`src/rtl/sra_pkg.sv`:
```
package sra_pkg;

  typedef enum logic [2:0] {
    SQ_IDLE    = 3'd0,
    SQ_RD_TRUE = 3'd1,
    SQ_RD_CMP  = 3'd2,
    SQ_WR_DIR  = 3'd3,
    SQ_FIN     = 3'd4
  } seq_state_t;

  // Resolve one bit from the true read, the complement read and the path bit.
  // Returns {id_bit, disc_flag}.
  function automatic logic [1:0] resolve_bit(input logic rd_true,
                                             input logic rd_cmp,
                                             input logic path);
    logic [1:0] res;
    if (rd_true != rd_cmp)      res = {rd_true, 1'b0};
    else if (!rd_true)          res = {path, 1'b1};
    else                        res = 2'b11;
    return res;
  endfunction

endpackage

```
`src/rtl/sra_path_unpack.sv`:
```
module sra_path_unpack #(
  parameter int NIB_W = 4,
  localparam int BYTE_W = 2 * NIB_W
) (
  input  logic [BYTE_W-1:0] byte_in,
  output logic [NIB_W-1:0]  path_out
);

  for (genvar k = 0; k < NIB_W; k++) begin : g_odd
    assign path_out[k] = byte_in[2*k+1];
  end

endmodule

```
`src/rtl/sra_triplet_seq.sv`:
```
module sra_triplet_seq
  import sra_pkg::*;
#(
  parameter int NIB_W = 4,
  localparam int IDX_W = (NIB_W > 1) ? $clog2(NIB_W) : 1
) (
  input  logic             clk,
  input  logic             rst_n,
  input  logic             start,
  input  logic [NIB_W-1:0] path_in,
  input  logic             slot_done,
  input  logic             slot_rbit,
  output logic             slot_req,
  output logic             slot_wr,
  output logic             slot_wbit,
  output logic             step_valid,
  output logic [IDX_W-1:0] step_idx,
  output logic             step_id,
  output logic             step_disc,
  output logic             byte_done,
  output logic             busy
);

  localparam logic [IDX_W-1:0] LAST_IDX = IDX_W'(NIB_W - 1);

  seq_state_t       st_q, st_d;
  logic [NIB_W-1:0] path_q, path_d;
  logic [IDX_W-1:0] idx_q, idx_d;
  logic             first_q, first_d;
  logic             id_q, id_d;
  logic             disc_q, disc_d;
  logic [1:0]       resolved;

  assign resolved = resolve_bit(first_q, slot_rbit, path_q[idx_q]);

  always_comb begin
    st_d    = st_q;
    path_d  = path_q;
    idx_d   = idx_q;
    first_d = first_q;
    id_d    = id_q;
    disc_d  = disc_q;
    unique case (st_q)
      SQ_IDLE: begin
        if (start) begin
          path_d = path_in;
          idx_d  = '0;
          st_d   = SQ_RD_TRUE;
        end
      end
      SQ_RD_TRUE: begin
        if (slot_done) begin
          first_d = slot_rbit;
          st_d    = SQ_RD_CMP;
        end
      end
      SQ_RD_CMP: begin
        if (slot_done) begin
          id_d   = resolved[1];
          disc_d = resolved[0];
          st_d   = SQ_WR_DIR;
        end
      end
      SQ_WR_DIR: begin
        if (slot_done) begin
          if (idx_q == LAST_IDX) begin
            st_d = SQ_FIN;
          end else begin
            idx_d = idx_q + 1'b1;
            st_d  = SQ_RD_TRUE;
          end
        end
      end
      SQ_FIN:  st_d = SQ_IDLE;
      default: st_d = SQ_IDLE;
    endcase
  end

  always_ff @(posedge clk or negedge rst_n) begin
    if (!rst_n) begin
      st_q    <= SQ_IDLE;
      path_q  <= '0;
      idx_q   <= '0;
      first_q <= 1'b0;
      id_q    <= 1'b0;
      disc_q  <= 1'b0;
    end else begin
      st_q    <= st_d;
      path_q  <= path_d;
      idx_q   <= idx_d;
      first_q <= first_d;
      id_q    <= id_d;
      disc_q  <= disc_d;
    end
  end

  assign slot_req   = (st_q == SQ_RD_TRUE) || (st_q == SQ_RD_CMP) || (st_q == SQ_WR_DIR);
  assign slot_wr    = (st_q == SQ_WR_DIR);
  assign slot_wbit  = (st_q == SQ_WR_DIR) ? id_q : 1'b0;
  assign step_valid = (st_q == SQ_WR_DIR) && slot_done;
  assign step_idx   = idx_q;
  assign step_id    = id_q;
  assign step_disc  = disc_q;
  assign byte_done  = (st_q == SQ_FIN);
  assign busy       = (st_q != SQ_IDLE);

endmodule

```
`src/rtl/sra_result_pack.sv`:
```
module sra_result_pack #(
  parameter int NIB_W = 4,
  parameter int ID_W  = 64,
  localparam int BYTE_W = 2 * NIB_W,
  localparam int EXCH   = ID_W / NIB_W,
  localparam int CNT_W  = (EXCH > 1) ? $clog2(EXCH) : 1,
  localparam int IDX_W  = (NIB_W > 1) ? $clog2(NIB_W) : 1
) (
  input  logic              clk,
  input  logic              rst_n,
  input  logic              acc_en,
  input  logic              step_valid,
  input  logic [IDX_W-1:0]  step_idx,
  input  logic              step_id,
  input  logic              step_disc,
  input  logic              byte_done,
  input  logic              rx_ack,
  output logic [BYTE_W-1:0] rx_data,
  output logic              rx_full,
  output logic              bus_err
);

  localparam logic [CNT_W-1:0] LAST_EXCH = CNT_W'(EXCH - 1);

  logic [NIB_W-1:0]  id_acc_q, id_acc_d;
  logic [NIB_W-1:0]  disc_acc_q, disc_acc_d;
  logic [BYTE_W-1:0] packed_byte;
  logic [BYTE_W-1:0] data_q, data_d;
  logic              full_q, full_d;
  logic              err_q, err_d;
  logic [CNT_W-1:0]  cnt_q, cnt_d;
  logic              cnt_en;

  for (genvar k = 0; k < NIB_W; k++) begin : g_pack
    assign packed_byte[2*k]   = disc_acc_q[k];
    assign packed_byte[2*k+1] = id_acc_q[k];
  end

  always_comb begin
    id_acc_d   = id_acc_q;
    disc_acc_d = disc_acc_q;
    if (step_valid) begin
      id_acc_d[step_idx]   = step_id;
      disc_acc_d[step_idx] = step_disc;
    end
  end

  always_comb begin
    data_d = data_q;
    full_d = full_q;
    err_d  = err_q;
    if (byte_done) begin
      data_d = packed_byte;
      full_d = 1'b1;
      err_d  = (cnt_q == LAST_EXCH) && id_acc_q[NIB_W-1] && disc_acc_q[NIB_W-1];
    end else if (rx_ack) begin
      full_d = 1'b0;
      err_d  = 1'b0;
    end
  end

  assign cnt_en = byte_done || !acc_en;

  always_comb begin
    if (!acc_en)                 cnt_d = '0;
    else if (cnt_q == LAST_EXCH) cnt_d = '0;
    else                         cnt_d = cnt_q + 1'b1;
  end

  always_ff @(posedge clk or negedge rst_n) begin
    if (!rst_n) begin
      id_acc_q   <= '0;
      disc_acc_q <= '0;
    end else if (step_valid) begin
      id_acc_q   <= id_acc_d;
      disc_acc_q <= disc_acc_d;
    end
  end

  always_ff @(posedge clk or negedge rst_n) begin
    if (!rst_n) begin
      data_q <= '0;
      full_q <= 1'b0;
      err_q  <= 1'b0;
    end else begin
      data_q <= data_d;
      full_q <= full_d;
      err_q  <= err_d;
    end
  end

  always_ff @(posedge clk or negedge rst_n) begin
    if (!rst_n)      cnt_q <= '0;
    else if (cnt_en) cnt_q <= cnt_d;
  end

  assign rx_data = data_q;
  assign rx_full = full_q;
  assign bus_err = err_q;

endmodule

```
`src/rtl/sra_triplet_accel.sv`:
```
module sra_triplet_accel #(
  parameter int NIB_W = 4,
  parameter int ID_W  = 64,
  localparam int BYTE_W = 2 * NIB_W,
  localparam int IDX_W  = (NIB_W > 1) ? $clog2(NIB_W) : 1
) (
  input  logic              clk,
  input  logic              rst_n,
  input  logic              acc_en,
  input  logic              wr_valid,
  input  logic [BYTE_W-1:0] wr_data,
  input  logic              rx_ack,
  output logic [BYTE_W-1:0] rx_data,
  output logic              rx_full,
  output logic              bus_err,
  output logic              slot_req,
  output logic              slot_wr,
  output logic              slot_wbit,
  input  logic              slot_done,
  input  logic              slot_rbit
);

  logic [1:0]       rst_sync_q;
  logic             core_rst_n;
  logic [NIB_W-1:0] path_bits;
  logic             seq_busy;
  logic             seq_start;
  logic             step_valid;
  logic [IDX_W-1:0] step_idx;
  logic             step_id;
  logic             step_disc;
  logic             byte_done;

  always_ff @(posedge clk or negedge rst_n) begin
    if (!rst_n) rst_sync_q <= 2'b00;
    else        rst_sync_q <= {rst_sync_q[0], 1'b1};
  end
  assign core_rst_n = rst_sync_q[1];

  assign seq_start = acc_en && wr_valid && !seq_busy;

  sra_path_unpack #(.NIB_W(NIB_W)) u_unpack (
    .byte_in  (wr_data),
    .path_out (path_bits)
  );

  sra_triplet_seq #(.NIB_W(NIB_W)) u_seq (
    .clk        (clk),
    .rst_n      (core_rst_n),
    .start      (seq_start),
    .path_in    (path_bits),
    .slot_done  (slot_done),
    .slot_rbit  (slot_rbit),
    .slot_req   (slot_req),
    .slot_wr    (slot_wr),
    .slot_wbit  (slot_wbit),
    .step_valid (step_valid),
    .step_idx   (step_idx),
    .step_id    (step_id),
    .step_disc  (step_disc),
    .byte_done  (byte_done),
    .busy       (seq_busy)
  );

  sra_result_pack #(.NIB_W(NIB_W), .ID_W(ID_W)) u_pack (
    .clk        (clk),
    .rst_n      (core_rst_n),
    .acc_en     (acc_en),
    .step_valid (step_valid),
    .step_idx   (step_idx),
    .step_id    (step_id),
    .step_disc  (step_disc),
    .byte_done  (byte_done),
    .rx_ack     (rx_ack),
    .rx_data    (rx_data),
    .rx_full    (rx_full),
    .bus_err    (bus_err)
  );

endmodule

```
`config.mk`:
```
export PLATFORM = sky130hd
export DESIGN_NAME = sra_triplet_accel
export DESIGN_NICKNAME = d
export VERILOG_FILES = /design/src/rtl/sra_pkg.sv /design/src/rtl/sra_path_unpack.sv /design/src/rtl/sra_triplet_seq.sv /design/src/rtl/sra_result_pack.sv /design/src/rtl/sra_triplet_accel.sv
export SDC_FILE = /design/constraint.sdc
export NUM_CORES = 1
export LEC_CHECK = 0
export ABC_AREA = 1
export BUFFER_PORTS_ARGS = -buffer_cell sky130_fd_sc_hd__buf_2
export CAP_MARGIN = 40
export CORE_ASPECT_RATIO = 0.9
export CORE_UTILIZATION = 38
export CTS_CLUSTER_SIZE = 40
export DETAILED_ROUTE_END_ITERATION = 6
export GPL_TIMING_DRIVEN = 0
export PLACE_DENSITY = 0.62
export SLEW_MARGIN = 5
export SYNTH_ARGS = -nofsm -noshare
export SYNTH_HDL_FRONTEND = slang
export SYNTH_SLANG_ARGS = --single-unit
```
`constraint.sdc`:
```
create_clock -name clk -period 1.1 [get_ports clk]
set_input_delay 0.22 -clock clk [delete_from_list [all_inputs] [get_ports clk]]
set_output_delay 0.22 -clock clk [all_outputs]
set_load 0.01 [all_outputs]
```
==> results.py <==
metrics = {
    "floorplan": {
        "die-area_sq_mm": 0.00454,
        "rows": 22,
        "die-width_microns": 70.9,
        "core-area_sq_mm": 0.00407,
        "dieHeight_microns": 64.0,
        "ios": 28,
        "initial_utilization_pct": 39.9,
    },
    "worst_hold_path": {
        "worstHoldPathType": "primary input to register",
        "holdPathStages": 3,
    },
    "setup_path": {
        "crit_required_ns": 0.88,
        "cp.arrival_ns": 1.13,
        "rr_worst_depth": 6,
        "startpoint_type": "register",
        "path_max_fanout": 4,
        "endpoint_kind": "output pin",
        "crit_type": "register to output pin",
    },
    "cts": {
        "clock-sinks": 36,
        "clk_latency_ns": 0.29,
        "cts_max_level": 2,
        "tritoncts": "built",
        "cts_buffer_depth": 2,
        "path_clk_slew_ns": 0.07,
        "cts-root-buf": "clkbuf_8",
        "cts_made_buffers": 5,
    },
    "timing": {
        "skew_ns": 0.00589,
        "period_share_pct": 123,
        "whs_ns": 0.164,
        "rsz0062_at_grt": "true",
        "hold_viol_final": 0,
        "setup_viol": 36,
        "clock.fmax_ghz": 0.741,
        "period_needed_ns": 1.35,
        "worst_slew_pin_slew_ns": 0.743,
        "setup_ws_ns": -0.250,
        "slew_headroom_pct": 50.4,
        "drv_slew": 0,
    },
    "power_and_ir_drop": {
        "clkPwrFrac_pct": 25.3,
        "swShare_pct": 34.1,
        "p_sw_mw": 1.54,
        "peakVddDrop_v": 0.00127,
        "power_density_mw_per_mm2": 1880,
        "power_frac_comb_pct": 33.4,
        "pwr-share-seq_pct": 41.3,
        "p_int_mw": 2.97,
        "leakagePower_nw": 1.28,
    },
    "final_layout": {
        "fill_cells": 385,
        "fin_area_sq_mm": 0.00240,
        "final_nets": 266,
        "instances_no_fill": 295,
        "layout_commonest_cell": "nand2_1",
        "antennaDiodeCount": 0,
        "areaGrowthSynthToFinish_pct": 48.1,
        "drive_above_1_share_pct": 44.5,
        "mostFrequentLayoutCells": "53 x nand2_1, 31 x dfrtp_1, 21 x nand2_2",
        "utilization_pct": 59.0,
    },
    "synth": {
        "ys_ff_latch": 36,
        "synth_seq_area_share_pct": 55.5,
        "syn_inst": 196,
        "synth_area_sq_mm": 0.00162,
        "yosys_warnings": 0,
        "synth_cell_type_count": 20,
        "avgSynthCellArea_sq_um": 8.29,
        "synth_nets": 216,
    },
    "grt": {
        "met3_usage_pct": 6.15,
        "grt_pass1_vias": 1252,
        "gr-usage-all-layers_pct": 16.7,
        "grt_max_degree": 35,
        "grt_use_met2_pct": 25.5,
        "top_usage_layer": "met2",
        "grt_overflow": 0,
        "antenna_found_initial": 0,
        "grt_pass1_wl_microns": 5660,
        "gr-usage-met1_pct": 21.4,
    },
    "routing": {
        "drtPass1Iterations": 6,
        "wl_per_cell_microns": 11.7,
        "ant_nets": 0,
        "viasPerCell": 4.63,
        "first_iter_violations": 51,
        "num_vias": 1367,
        "wirelength_microns": 3440,
        "drc": 0,
    },
    "placed_design": {
        "placed_area_sq_mm": 0.00182,
        "dp_cells": 267,
        "gp_congestion": 0.717,
        "port-buffer-count": 23,
        "dp_hpwl_microns": 2080,
    },
    "flow_run": {
        "cap_violations": 0,
    },
    "status": {
        "status": "finished, violations left",
        "violations": "setup timing",
    },
}
==> cells in the mapped netlist (all sizes together) <==
cell type | instances | share of area (%)
nand2 | 83 | 19
dfrtp | 36 | 55
inv | 23 | 5.3
o21ai | 18 | 5.5
nor2 | 12 | 3.5
nand3 | 11 | 3.7
ha | 5 | 3.9
buf | 2 | 1.0
nor3 | 2 | 0.62
conb | 1 | 0.23
nand4 | 1 | 0.39
o21a | 1 | 0.46
xor2 | 1 | 0.54
==> metrics by stage <==
step	setup slack [ns]	setup TNS (ns)	power [mW]
5_1_grt	-0.303	-6.59	4.84
3_5_place_dp	-0.152	-1.93	2.76
4_1_cts	-0.264	-3.02	4.25
3_3_place_gp	-0.159	-2.00	2.74
6_report	-0.250	-4.14	4.52
2_1_floorplan	-0.0176	-0.118	2.49
==> area by class of cell <==
type	instances	area [sq um]	area share [%]
Clock inverter	2	35.0	1.46
Inverter	23	93.8	3.90
Tap cell	48	60.1	2.50
Clock buffer	6	72.6	3.02
Sequential cell	36	907	37.7
Multi-Input combinational cell	135	855	35.5
Timing Repair Buffer	43	355	14.8
Buffer	2	26.3	1.09
==> power by group through the flow <==
stage               clock, mW  combinational, mW  sequential, mW
finish                   1.14               1.51            1.87
global route             1.24               1.69            1.91
CTS                      1.18               1.23            1.83
detailed placement          0              0.904            1.86
global placement            0              0.887            1.85
floorplan                   0              0.702            1.79
==> final timing paths <==
path / start / end / slack [ns]
max in group asynchronous: rst_sync_q[1] / u_seq.step_idx[0] / 0.24
hold reg to reg: rst_sync_q[1] / u_seq.st_q[1] / 0.33
min in group asynchronous: rst_n / rst_sync_q[1] / 0.23
hold / removal: wr_data[7] / u_seq.path_q[3] / 0.16
setup reg to reg: u_seq.st_q[1] / u_pack.cnt_q[2] / -0.20
setup / recovery: u_seq.st_q[1] / slot_req / -0.25
==> timing repair <==
action / 4_1_cts / 5_1_grt
pin swaps: 15 / 21
gates resized for setup: 36 / 55
setup buffers: 10 / 8
hold endpoints to repair: 2 / 0
setup endpoints to repair: 33 / 36
hold buffers: 1 / 0
cloned: 2 / 0
==> critical path: stages (launching register included) <==
cell and delay, ns:
dfrtp_2 0.46, nor2_4 0.22, nor2_4 0.05, buf_6 0.12
==> per-layer routing <==
layer  wire length (microns)  vias to the layer above
met5                       0                        -
met4                      53                        0
met3                     169                        5
met2                    1610                       28
met1                    1610                      630
li1                        -                      704
==> flip-flops by register name, indices dropped and copies added, names as in the netlist <==
register           flops
rst_sync_q             2
u_pack.bus_err         1
u_pack.cnt_q           4
u_pack.disc_acc_q      4
u_pack.id_acc_q        4
u_pack.rx_data         8
u_pack.rx_full         1
u_seq.first_q          1
u_seq.path_q           4
u_seq.st_q             3
u_seq.step_disc        1
u_seq.step_id          1
u_seq.step_idx         2
==> kinds of logic (layout without fill, tap and decap cells) <==
logic type,count (synthesis),after routing,synth area share [%]
compound gates,19,19,6.01
xor+xnor,1,1,0.539
fa+ha+maj,5,5,3.85
buf+inv,25,76,6.32
flops,36,36,55.5
other cells,1,1,0.231
simple gates,109,109,27.6
No activity file was read; power rests on OpenSTA's default activity.
